File: src/rtl/sbm_pkg.sv
package sbm_pkg;
  localparam int unsigned BANK_W  = 6;
  localparam int unsigned SLOT_N  = 8;
  localparam int unsigned SLOT_IW = $clog2(SLOT_N);
  localparam int unsigned NOISE_W = 8;

  typedef struct packed {
    logic              valid;
    logic              is_ram;
    logic [BANK_W-1:0] bank;
  } slot_t;

  // Boot mapping: ROM bank 0 in the first and last segments, holes elsewhere.
  function automatic slot_t boot_slot(input int unsigned idx);
    slot_t s;
    s.valid  = (idx < 2) || (idx >= SLOT_N - 2);
    s.is_ram = 1'b0;
    s.bank   = '0;
    return s;
  endfunction
endpackage

File: src/rtl/sbm_rst_sync.sv
module sbm_rst_sync (
  input  logic clk,
  input  logic rst_n,
  output logic rst_sync_n
);
  logic stage_q;

  always_ff @(posedge clk or negedge rst_n) begin
    if (!rst_n) begin
      stage_q    <= 1'b0;
      rst_sync_n <= 1'b0;
    end else begin
      stage_q    <= 1'b1;
      rst_sync_n <= stage_q;
    end
  end
endmodule

File: src/rtl/sbm_hotspot_decode.sv
module sbm_hotspot_decode
  import sbm_pkg::*;
#(
  parameter logic [12:0] ROM_HOT = 13'h003F,
  parameter logic [12:0] RAM_HOT = 13'h003E
) (
  input  logic              cpu_valid,
  input  logic              cpu_wr,
  input  logic [12:0]       cpu_addr,
  input  logic [7:0]        cpu_wdata,
  output logic              rom_hit,
  output logic              ram_hit,
  output logic [1:0]        seg,
  output logic [BANK_W-1:0] map_bank
);
  logic wr_cyc;

  always_comb begin
    wr_cyc   = cpu_valid && cpu_wr;
    rom_hit  = wr_cyc && (cpu_addr == ROM_HOT);
    ram_hit  = wr_cyc && (cpu_addr == RAM_HOT);
    seg      = cpu_wdata[7:6];
    map_bank = cpu_wdata[BANK_W-1:0];
  end
endmodule

File: src/rtl/sbm_slot_table.sv
module sbm_slot_table
  import sbm_pkg::*;
(
  input  logic                    clk,
  input  logic                    rst_n,
  input  logic                    rom_hit,
  input  logic                    ram_hit,
  input  logic [1:0]              seg,
  input  logic [BANK_W-1:0]       map_bank,
  output slot_t [SLOT_N-1:0]      slot_q
);
  slot_t [SLOT_N-1:0] slot_d;
  logic               upd_en;

  always_comb begin
    slot_d = slot_q;
    upd_en = rom_hit || ram_hit;
    if (rom_hit) begin
      slot_d[{seg, 1'b0}] = '{valid: 1'b1, is_ram: 1'b0, bank: map_bank};
      slot_d[{seg, 1'b1}] = '{valid: 1'b1, is_ram: 1'b0, bank: map_bank};
    end
    if (ram_hit) begin
      slot_d[{1'b0, seg}] = '{valid: 1'b1, is_ram: 1'b1, bank: map_bank};
      slot_d[{1'b1, seg}] = '{valid: 1'b1, is_ram: 1'b1, bank: map_bank};
    end
  end

  always_ff @(posedge clk or negedge rst_n) begin
    if (!rst_n) begin
      for (int unsigned i = 0; i < SLOT_N; i++) slot_q[i] <= boot_slot(i);
    end else if (upd_en) begin
      slot_q <= slot_d;
    end
  end


  rom_map_chk: assert property (@(posedge clk) disable iff (!rst_n)
    rom_hit |=> (slot_q[{$past(seg), 1'b0}].valid && !slot_q[{$past(seg), 1'b0}].is_ram
                 && slot_q[{$past(seg), 1'b1}].bank == $past(map_bank)));

  ram_map_chk: assert property (@(posedge clk) disable iff (!rst_n)
    ram_hit |=> (slot_q[{1'b1, $past(seg)}].valid && slot_q[{1'b1, $past(seg)}].is_ram
                 && slot_q[{1'b0, $past(seg)}].bank == $past(map_bank)));

  map_hold_chk: assert property (@(posedge clk) disable iff (!rst_n)
    !(rom_hit || ram_hit) |=> $stable(slot_q));
endmodule

File: src/rtl/sbm_noise_lfsr.sv
module sbm_noise_lfsr #(
  parameter int unsigned   W     = 8,
  parameter logic [W-1:0]  TAPS  = 8'hB8,
  parameter logic [W-1:0]  SEED  = 8'h5A
) (
  input  logic         clk,
  input  logic         rst_n,
  output logic [W-1:0] state_q
);
  logic [W-1:0] state_d;

  always_comb begin
    state_d = {1'b0, state_q[W-1:1]} ^ (state_q[0] ? TAPS : '0);
  end

  always_ff @(posedge clk or negedge rst_n) begin
    if (!rst_n) state_q <= SEED;
    else        state_q <= state_d;
  end


  lfsr_nonzero_chk: assert property (@(posedge clk) disable iff (!rst_n)
    state_q != '0);

  lfsr_moves_chk: assert property (@(posedge clk) disable iff (!rst_n)
    1'b1 |=> state_q != $past(state_q));
endmodule

File: src/rtl/seg_bank_mapper.sv
module seg_bank_mapper
  import sbm_pkg::*;
#(
  parameter logic [12:0]        ROM_HOT    = 13'h003F,
  parameter logic [12:0]        RAM_HOT    = 13'h003E,
  parameter logic [NOISE_W-1:0] NOISE_SEED = 8'h5A
) (
  input  logic                 clk,
  input  logic                 rst_n,
  input  logic                 cpu_valid,
  input  logic                 cpu_wr,
  input  logic [12:0]          cpu_addr,
  input  logic [7:0]           cpu_wdata,
  output logic                 rom_sel,
  output logic                 ram_rd,
  output logic                 ram_we,
  output logic                 unmapped,
  output logic [BANK_W+9:0]    rom_addr,
  output logic [BANK_W+8:0]    ram_addr,
  output logic [NOISE_W-1:0]   noise_data
);
  logic               rst_sync_n;
  logic               rom_hit, ram_hit;
  logic [1:0]         seg;
  logic [BANK_W-1:0]  map_bank;
  slot_t [SLOT_N-1:0] slot_q;
  slot_t              cur;
  logic [SLOT_IW-1:0] slot_idx;
  logic               in_win;

  sbm_rst_sync u_rst (.clk(clk), .rst_n(rst_n), .rst_sync_n(rst_sync_n));

  sbm_hotspot_decode #(.ROM_HOT(ROM_HOT), .RAM_HOT(RAM_HOT)) u_dec (
    .cpu_valid(cpu_valid), .cpu_wr(cpu_wr), .cpu_addr(cpu_addr), .cpu_wdata(cpu_wdata),
    .rom_hit(rom_hit), .ram_hit(ram_hit), .seg(seg), .map_bank(map_bank));

  sbm_slot_table u_tab (
    .clk(clk), .rst_n(rst_sync_n), .rom_hit(rom_hit), .ram_hit(ram_hit),
    .seg(seg), .map_bank(map_bank), .slot_q(slot_q));

  sbm_noise_lfsr #(.W(NOISE_W), .TAPS(8'hB8), .SEED(NOISE_SEED)) u_noise (
    .clk(clk), .rst_n(rst_sync_n), .state_q(noise_data));

  always_comb begin
    in_win   = cpu_valid && cpu_addr[12];
    slot_idx = cpu_addr[11:9];
    cur      = slot_q[slot_idx];
    unmapped = in_win && !cur.valid;
    rom_sel  = in_win && cur.valid && !cur.is_ram && !cpu_wr;
    ram_rd   = in_win && cur.valid && cur.is_ram && !slot_idx[SLOT_IW-1] && !cpu_wr;
    ram_we   = in_win && cur.valid && cur.is_ram &&  slot_idx[SLOT_IW-1] &&  cpu_wr;
    rom_addr = {cur.bank, cpu_addr[9:0]};
    ram_addr = {cur.bank, cpu_addr[8:0]};
  end


  one_sel_chk: assert property (@(posedge clk) disable iff (!rst_sync_n)
    $onehot0({rom_sel, ram_rd, ram_we, unmapped}));

  outside_quiet_chk: assert property (@(posedge clk) disable iff (!rst_sync_n)
    !(cpu_valid && cpu_addr[12]) |-> !(rom_sel || ram_rd || ram_we || unmapped));
endmodule

File: config.mk
export PLATFORM = sky130hd
export DESIGN_NAME = seg_bank_mapper
export DESIGN_NICKNAME = d
export VERILOG_FILES = /design/src/rtl/sbm_pkg.sv /design/src/rtl/sbm_rst_sync.sv /design/src/rtl/sbm_hotspot_decode.sv /design/src/rtl/sbm_slot_table.sv /design/src/rtl/sbm_noise_lfsr.sv /design/src/rtl/seg_bank_mapper.sv
export SDC_FILE = /design/constraint.sdc
export NUM_CORES = 1
export LEC_CHECK = 0
export ABC_AREA = 1
export BUFFER_PORTS_ARGS = -buffer_cell sky130_fd_sc_hd__buf_2
export CORE_ASPECT_RATIO = 0.6
export CORE_MARGIN = 1.5
export CORE_UTILIZATION = 30
export CTS_CLUSTER_DIAMETER = 40
export CTS_CLUSTER_SIZE = 30
export DETAILED_ROUTE_END_ITERATION = 7
export HOLD_SLACK_MARGIN = 0.1
export PLACE_DENSITY_LB_ADDON = 0.2
export SYNTH_ARGS = -nofsm -noshare
export SYNTH_HDL_FRONTEND = slang
export SYNTH_HIERARCHICAL = 1
export SYNTH_SLANG_ARGS = --single-unit
File: constraint.sdc
create_clock -name clk -period 2.95 [get_ports clk]
set_input_delay 0.885 -clock clk [delete_from_list [all_inputs] [get_ports clk]]
set_output_delay 0.885 -clock clk [all_outputs]
set_load 0.02 [all_outputs]
==> out/metrics.cfg, run 1 <==
[run_status]
outcome = complete, no violations

[placed_design]
gp_congestion = 0.868
io_buffer_count = 67
hpwl_microns = 10300

[clocking]
htreeDepth = 3
cts.path.max_buffers = 2
clkTransAtPathRegs_ns = 0.06
tritoncts = yes
cts_buffers = 9
cts_sinks = 74
insertion_delay_ns = 0.33
clockRootBuffer = clkbuf_16

[final_layout]
syn_to_final_growth_pct = 17.9
n_antenna_cell = 0
mostFrequentLayoutCell = nand2_1
fillers = 1543
final_core_util_pct = 36.6
multi_input_area_sq_um = 2110
seqCellArea_sq_um = 1860
drive_above_1_share_pct = 19.5
final_cell_mix = nand2_1 (275), nand3_1 (68), nor2_1 (66)
nets = 734

[timing]
grt_setup_unrepaired = false
fin_crit_sh_pct = 95.0
fin_crit_ns = 2.80
setup_viol = 0
tns_ns = 0
drv_slew = 0
fmax_mhz = 357
final_hold_viol_count = 0
relSlewSlack_pct = 47.6
tightestPinTransition_ns = 0.787
skew_ns = 0.00438

[logic_synthesis]
synth_top_area_share_pct = 36.2
yosysUniqueCellTypes = 24
syn_inst = 670
ys_seq_elements = 74
synth_area_sq_um = 4560
avgSynthCellArea_sq_um = 6.81
syn_nets = 695
synth.area.top_cells = dfrtp_1 (36%), nand2_1 (23%), nand3_1 (7.6%)
yosysTopAreaCell = dfrtp_1
ys_seq_area_share_pct = 40.8
yosys_warnings = 6

[power_and_ir_drop]
ir_worst_vdd_uv = 206
power_w = 0.00251
pwr-share-clk_pct = 49.5
powerDensity_nw_per_um2 = 466
p_comb_share_pct = 9.6
leakagePower_nw = 3.06
p_switching_w = 0.000605
p_seq_share_pct = 40.9
internal_power_w = 0.00190
swShare_pct = 24.1

[global_route]
grt_max_degree = 41
antenna_found_initial = 0
grt_pass1_vias = 4255
grt_pass1_wl_microns = 23200
overflow = 0
track_usage_pct = 18.9

[die]
io_pins = 68
die_y_microns = 98.5
initial_core_util_pct = 31.1
rows = 34
design.die.area_sq_um = 16000
die_w_microns = 162
core_sq_um = 14700

[setup_path]
critPathArrivalTime_ns = 1.92
critPathRequiredTime_ns = 2.07
worstPathMaxFanout = 16
worstSetupPathType = input port to output pin
path_buf_inv = 3
cp_top_family = buffers and inverters
start_kind = input port
max_stage_delay_ns = 0.23
endpoint_kind = output pin
cp_cell_sequence = buf_2 -> inv_4 -> o21ai_0 -> o22ai_1 -> nand2_1 -> nand2_1 -> buf_2
crit_slowest_cell = o22ai_1

[detailed_routing]
viasPerCell = 4.87
avgRoutedWirePerCell_microns = 16.0
firstDrtPassIters = 5
drt-total-wl_microns = 14600
drc = 0
dr.first_iter.drc_count = 428
vias = 4441
ant_nets = 0

[hold_path]
hold_class = input port to async pin

[job]
drv_cap = 0

area by class of cell:
| type | count | share of cell area [%] |
|---|---|---|
| Clock buffer | 12 | 4.95 |
| Clock inverter | 4 | 1.35 |
| Inverter | 38 | 2.79 |
| Tap cell | 198 | 4.61 |
| Timing Repair Buffer | 98 | 12.4 |
| Sequential cell | 74 | 34.6 |
| Multi-Input combinational cell | 488 | 39.2 |
repair_timing:
action	CTS	global route
resized for setup	0	10
setup endpoints to repair	0	11
buffers inserted	0	0
hold buffers	0	0
registers in the layout, summed over array words and instances, names as in the netlist:
| register | count |
|---|---|
| u_noise/state_q | 8 |
| u_rst/rst_sync_n | 1 |
| u_tab/slot_q | 64 |
| u_rst/stage_q | 1 |
per-layer routing:
layer | vias to the layer above | wire [microns] | track usage (%)
met3 | 19 | 892 | 3.96
met2 | 145 | 6010 | 27.0
li1 | 2169 | - | -
met4 | 0 | 154 | 4.52
met1 | 2108 | 7490 | 28.7
met5 | - | 0 | 0
power by group through the flow:
stage          Sequential, W  Clock (W)  Combinational [W]
2_1_floorplan        0.00105          0           0.000161
3_3_place_gp         0.00105          0           0.000233
3_5_place_dp         0.00105          0           0.000232
4_1_cts              0.00103    0.00127           0.000232
5_1_grt              0.00103    0.00131           0.000260
6_report             0.00103    0.00124           0.000240
synth_stat cells:
cell type / n
nor2_1: 68
nand2_1: 275
clkbuf_1: 2
buf_2: 21
buf_4: 45
nor2_2: 1
dfstp_2: 8
o22ai_1: 12
nand4_1: 13
buf_6: 1
o21ai_0: 15
inv_1: 32
nand3_1: 69
buf_1: 1
o21ai_1: 14
a21o_1: 1
inv_2: 6
nor2_4: 1
a21oi_1: 7
nand3b_1: 6
dfrtp_1: 66
nand3_2: 4
conb_1: 1
o21bai_1: 1
stage by stage:
step,area [sq um],std cells,hold slack [ns],setup slack (ns)
detailed placement,4990,895,0.341,0.0224
global route,5380,912,0.312,0.0423
floorplan,4560,670,0.331,0.266
CTS,5330,911,0.310,0.0236
finish,5380,912,0.321,0.148
global placement,4990,895,0.337,0.0198
worst paths after layout:
kind	start	end	slack (ns)	cells after the start
worst max-delay path	cpu_addr[10]	rom_addr[12]	0.15	7
worst min-delay path	rst_n	u_rst/stage_q	0.32	1
worst max register to register	u_rst/rst_sync_n	u_tab/slot_q[55]	1.84	1
worst min register to register	u_rst/rst_sync_n	u_tab/slot_q[2]	0.35	0
max in group asynchronous	u_rst/rst_sync_n	u_tab/slot_q[55]	1.84	1
min in group clk	u_rst/stage_q	u_rst/rst_sync_n	0.35	0
cell families (layout without fill, tap and decap cells):
group                  after synthesis  after routing  share of synthesized area, %
other                                1              1                        0.0822
AOI/OAI and AO/OA                   50             50                          5.93
and+or+nand+nor                    437            437                          39.8
DFF                                 74             74                          40.8
buffers and inverters              108            152                          13.3
(Power assumes the default switching activity.)
==> run 2: changes to the inputs <==
--- a/config.mk
+++ b/config.mk
@@ -5,10 +5,8 @@
 export SDC_FILE = /design/constraint.sdc
 export NUM_CORES = 1
 export LEC_CHECK = 0
-export ABC_AREA = 1
 export BUFFER_PORTS_ARGS = -buffer_cell sky130_fd_sc_hd__buf_2
 export CORE_ASPECT_RATIO = 0.6
-export CORE_MARGIN = 1.5
 export CORE_UTILIZATION = 30
 export CTS_CLUSTER_DIAMETER = 40
 export CTS_CLUSTER_SIZE = 30
==> out/metrics.cfg, run 2 <==
[setup_path]
cp_cell_sequence = buf_12 -> mux4_2 -> mux2i_4 -> and4b_1 -> buf_6
crit_slowest_cell = mux4_2
worstPathMaxFanout = 8
worstSetupPathType = input port to output pin
critPathArrivalTime_ns = 2.08
max_stage_delay_ns = 0.53
critPathRequiredTime_ns = 2.07
endpoint_kind = output pin
r2r_slack_ns = 1.71
start_kind = input port

[clocking]
cts.path.max_buffers = 2
clkTransAtPathRegs_ns = 0.06
htreeDepth = 3
cts_sinks = 74
hold_buffers = 0
insertion_delay_ns = 0.33
clockRootBuffer = clkbuf_16
tritoncts = yes
cts_buffers = 9

[power_and_ir_drop]
p_switching_w = 0.000637
pwr-share-clk_pct = 46.4
p_comb_share_pct = 12.0
p_seq_share_pct = 41.6
power_w = 0.00265
ir_worst_vdd_uv = 246
powerDensity_nw_per_um2 = 523
internal_power_w = 0.00202
swShare_pct = 24.0
leakagePower_nw = 2.35

[global_route]
grt_use_met2_pct = 20.4
grt_pass1_vias = 2639
grt_max_degree = 44
grt_busiest_layer = met1
grtUsageMet3_pct = 3.61
antenna_found_initial = 0
met1_usage_pct = 22.0
grt_pass1_wl_microns = 15500
track_usage_pct = 14.6
overflow = 0

[logic_synthesis]
synth_area_sq_um = 4200
async_reset_ff_share_pct = 100
synth_common_cells = dfrtp_1 (66), buf_4 (44), mux2_2 (40)
ys_seq_area_share_pct = 44.4
synth_edf_count = 0
yosys_warnings = 6
synth.area.top_cells = dfrtp_1 (39%), mux2_2 (11%), buf_4 (7.9%)
syn_nets = 370
synthFlopType = dfrtp_1
synth_top_area_share_pct = 39.4
yosysUniqueCellTypes = 44
syn_inst = 345
yosys.cell_count.top_type = dfrtp_1
yosysTopAreaCell = dfrtp_1
avgSynthCellArea_sq_um = 12.2
ys_seq_elements = 74

[placed_design]
hpwl_microns = 6850
placed_area_sq_um = 4660
gp_congestion = 0.767
io_buffer_count = 67

[detailed_routing]
vias = 2772
ant_nets = 0
viasPerCell = 4.68
avgRoutedWirePerCell_microns = 16.7
drc = 0
firstDrtPassIters = 4
dr.first_iter.drc_count = 129
drt-total-wl_microns = 9900

[final_layout]
regMostFlops = u_tab/slot_q
largest_reg_flops = 64
reg.largest.list = u_tab/slot_q (64), u_noise/state_q (8)
n_antenna_cell = 0
drive_above_1_share_pct = 50.2
syn_to_final_growth_pct = 21.0
fillers = 1336
final_cell_mix = dfrtp_1 (65), buf_2 (53), buf_4 (38)
nets = 420
mostFrequentLayoutCell = dfrtp_1
final_area_sq_um = 5080

[timing]
skew_ns = 0.00948
tightestPinTransition_ns = 1.01
fin_crit_ns = 2.96
relSlewSlack_pct = 32.4
final_hold_viol_count = 0
grt_setup_unrepaired = true
setup_viol = 7
holdWs_ns = 0.324
fin_crit_sh_pct = 100
fmax_mhz = 338
drv_slew = 0
layout_setup_ws_ns = -0.0110
tns_ns = -0.0436

[die]
io_pins = 68
die_w_microns = 155
rows = 33
core_sq_um = 13700
design.die.area_sq_um = 14500
die_y_microns = 93.6
initial_core_util_pct = 30.7

[run_status]
outcome = finished, violations left
failed_checks = setup timing

[job]
drv_cap = 0

[hold_path]
hold_class = input port to async pin

-- run 2: changes by cell type after synthesis, moves of 16 or more --
cell and change:
nand2_1 -267, nor2b_1 +16, nor2_1 -57, mux2_2 +40, inv_1 -32, nand3_1 -66
-- run 2: worst paths after layout --
kind,startpoint,to,depth (start not counted)
max,cpu_addr[9],rom_sel,5
min,rst_n,u_rst/rst_sync_n,1
max reg2reg,u_rst/rst_sync_n,u_tab/slot_q[15],1
min reg2reg,u_rst/stage_q,u_rst/rst_sync_n,0
max in group asynchronous,u_rst/rst_sync_n,u_tab/slot_q[15],1
min in group clk,u_rst/stage_q,u_rst/rst_sync_n,0
-- run 2: kinds of logic (layout without fill, tap and decap cells) --
logic type,Yosys count,in the layout,synth area share (%)
AO/OA/AOI/OAI,54,54,9.87
XOR/XNOR,3,3,0.626
buffers and inverters,68,123,11.6
flip-flops,74,74,44.4
multiplexers,59,59,21.5
other,1,1,0.0894
AND/OR/NAND/NOR,86,86,12.0
-- run 2: power by group through the flow --
stage               registers (W)  clock network, W  logic (W)
floorplan                 0.00111                 0   0.000251
CTS                       0.00111           0.00127   0.000320
global route              0.00111           0.00132   0.000346
global placement          0.00112                 0   0.000293
finish                    0.00110           0.00123   0.000318
detailed placement        0.00112                 0   0.000297
-- run 2: per-layer routing --
layer	part of all wire (%)	wire length [microns]
met4	0.44	44
met2	43	4210
met1	50	4930
met5	0	0
met3	7.2	711
-- run 2: through the flow --
stage | cells | util (%) | worst slack (ns)
finish | 592 | 37.2 | -0.0110
CTS | 592 | 37.1 | -0.0225
global placement | 576 | 34.1 | -0.288
detailed placement | 576 | 34.1 | -0.284
floorplan | 345 | - | -0.0453
global route | 592 | 37.2 | -0.0495
-- run 2: final cells by class --
cell class | instances | area, sq um | share of cell area (%)
tap | 192 | 240 | 4.73
clock inverter | 4 | 72.6 | 1.43
clock buffer | 12 | 267 | 5.25
sequential | 74 | 1860 | 36.7
timing repair buffer | 107 | 766 | 15.1
multi-input combinational | 203 | 1870 | 36.8
-- run 2: critical path, delay by kind of cell --
family | cells | cell delay [ns]
buffers and inverters | 2 | 0.25
multiplexers | 2 | 0.72
AND/OR/NAND/NOR | 1 | 0.22
-- run 2: timing repair --
item                                    CTS  global route
cloned                                    0             0
pin swaps                                 0             0
resized for setup                        33             4
buffers inserted                          0             0
endpoints found under the setup margin   16            13
==> run 3: changes to the inputs <==
--- a/config.mk
+++ b/config.mk
@@ -7,7 +7,7 @@
 export LEC_CHECK = 0
 export BUFFER_PORTS_ARGS = -buffer_cell sky130_fd_sc_hd__buf_2
 export CORE_ASPECT_RATIO = 0.6
-export CORE_UTILIZATION = 30
+export CORE_UTILIZATION = 25
 export CTS_CLUSTER_DIAMETER = 40
 export CTS_CLUSTER_SIZE = 30
 export DETAILED_ROUTE_END_ITERATION = 7
==> out/metrics.cfg, run 3 (same netlist as run 2, synthesis figures left out) <==
[run_status]
outcome = finished, violations left
failed_checks = setup timing

[setup_path]
r2r_slack_ns = 1.88
path_buf_inv = 2
rr_startpoint = u_tab/slot_q[17]
start_kind = input port
r2r-end = u_tab/slot_q[17]
critPathRequiredTime_ns = 2.07
cp_cell_sequence = buf_16 -> mux4_2 -> mux2i_4 -> and4b_1 -> buf_6
cp_top_family = multiplexers
r2r_cells = 3
worstSetupPathType = input port to output pin
worstPathMaxFanout = 5
crit_slowest_cell = mux4_2
max_stage_delay_ns = 0.53
critPathArrivalTime_ns = 2.08
endpoint_kind = output pin

[clocking]
tritoncts = yes
insertion_delay_ns = 0.33
cts_sinks = 74
cts_buffers = 9
htreeDepth = 3
cts.path.max_buffers = 2
hold_buffers = 0
clockRootBuffer = clkbuf_16
clkTransAtPathRegs_ns = 0.06

[timing]
drv_slew = 0
tightestPinTransition_ns = 0.688
holdWs_ns = 0.194
skew_ns = 0.00468
final_hold_viol_count = 0
layout_setup_ws_ns = -0.0129
tns_ns = -0.0129
fin_crit_ns = 2.96
fmax_mhz = 338
fin_crit_sh_pct = 100
grt_setup_unrepaired = true
relSlewSlack_pct = 54.1
setup_viol = 1

[final_layout]
syn_to_final_growth_pct = 24.1
fillers = 1685
final_area_sq_um = 5210
final_cell_mix = dfrtp_1 (65), buf_2 (54), buf_4 (37)
regMostFlops = u_tab/slot_q
mostFrequentLayoutCell = dfrtp_1
reg.largest.list = u_tab/slot_q (64), u_noise/state_q (8)
drive_above_1_share_pct = 51.1
nets = 423
n_antenna_cell = 0
largest_reg_flops = 64
final_core_util_pct = 31.9

[die]
io_pins = 68
initial_core_util_pct = 25.7
die_w_microns = 169
die_y_microns = 102
core_sq_um = 16300
rows = 36
design.die.area_sq_um = 17300

[placed_design]
place_ws_ns = -0.381
placed_area_sq_um = 4730
gp_congestion = 0.701
io_buffer_count = 67
hpwl_microns = 7380

[detailed_routing]
avgRoutedWirePerCell_microns = 16.8
drt-total-wl_microns = 10600
firstDrtPassIters = 4
dr.first_iter.drc_count = 152
drc = 0
vias = 2829
viasPerCell = 4.48
ant_nets = 0

[global_route]
grt_pass1_wl_microns = 16700
overflow = 0
grt_max_degree = 34
antenna_found_initial = 0
grt_pass1_vias = 2907
track_usage_pct = 13.1

[power_and_ir_drop]
pwr-share-clk_pct = 47.0
powerDensity_nw_per_um2 = 521
p_seq_share_pct = 40.6
internal_power_w = 0.00204
p_comb_share_pct = 12.4
swShare_pct = 24.6
leakagePower_nw = 2.38
p_switching_w = 0.000668
ir_worst_vdd_uv = 220

[hold_path]
hold_class = flip-flop to async pin

[job]
drv_cap = 0

==> run 3: cell types whose count changed in the layout (fill, tap and decap cells not counted), sizes merged <==
cell	change
clkbuf	-2
clkinv	+1
buf	+3
bufinv	+1
==> run 3: layout make-up <==
class,count,area (sq um),share of cell area (%)
clock buffers,10,229,4.40
clock inverters,6,115,2.21
multi-input cells,203,1870,36.0
flip-flops and latches,74,1860,35.8
well taps,228,285,5.48
repair buffers,110,842,16.2
==> run 3: worst max-delay path by stage <==
stage           startpoint            to  slack (ns)  cells past startpoint
3_3_place_gp   cpu_addr[9]  rom_addr[14]       -0.34                      5
4_1_cts        cpu_addr[9]       rom_sel       -0.03                      5
2_1_floorplan  cpu_addr[9]  rom_addr[13]       -0.05                      5
5_1_grt        cpu_addr[9]       rom_sel       -0.05                      5
3_5_place_dp   cpu_addr[9]  rom_addr[14]       -0.38                      5
6_report       cpu_addr[9]       rom_sel       -0.01                      5
==> run 3: per-stage QoR <==
step | cells | total power [W]
floorplan | 345 | 0.00136
CTS | 631 | 0.00275
detailed placement | 614 | 0.00142
global placement | 614 | 0.00141
finish | 631 | 0.00271
global route | 631 | 0.00284
==> run 3: power by group through the flow <==
stage	clock network, W	logic (W)	registers, W
6_report	0.00127	0.000337	0.00110
5_1_grt	0.00137	0.000367	0.00110
4_1_cts	0.00131	0.000340	0.00110
3_5_place_dp	0	0.000308	0.00112
3_3_place_gp	0	0.000301	0.00111
2_1_floorplan	0	0.000251	0.00111
==> run 3: worst reg2reg max path: stages, from the launching register on <==
cell and delay [ns]:
dfrtp_1 0.45, nor2b_1 0.07, o21a_1 0.19, a211oi_1 0.25
==> run 3: what timing repair did <==
item                                    4_1_cts  5_1_grt
setup buffers                                 0        0
pin swaps                                     2        1
resized for setup                            41        5
gates cloned                                  1        0
endpoints found under the setup margin       16       15
==> run 3: layer usage <==
| metal | GRT usage [%] | vias up | wire, microns |
|---|---|---|---|
| li1 | - | 1309 | - |
| met1 | 18.9 | 1443 | 5390 |
| met2 | 19.3 | 69 | 4540 |
| met3 | 3.56 | 8 | 555 |
| met4 | 3.60 | 0 | 80 |
| met5 | 0 | - | 0 |
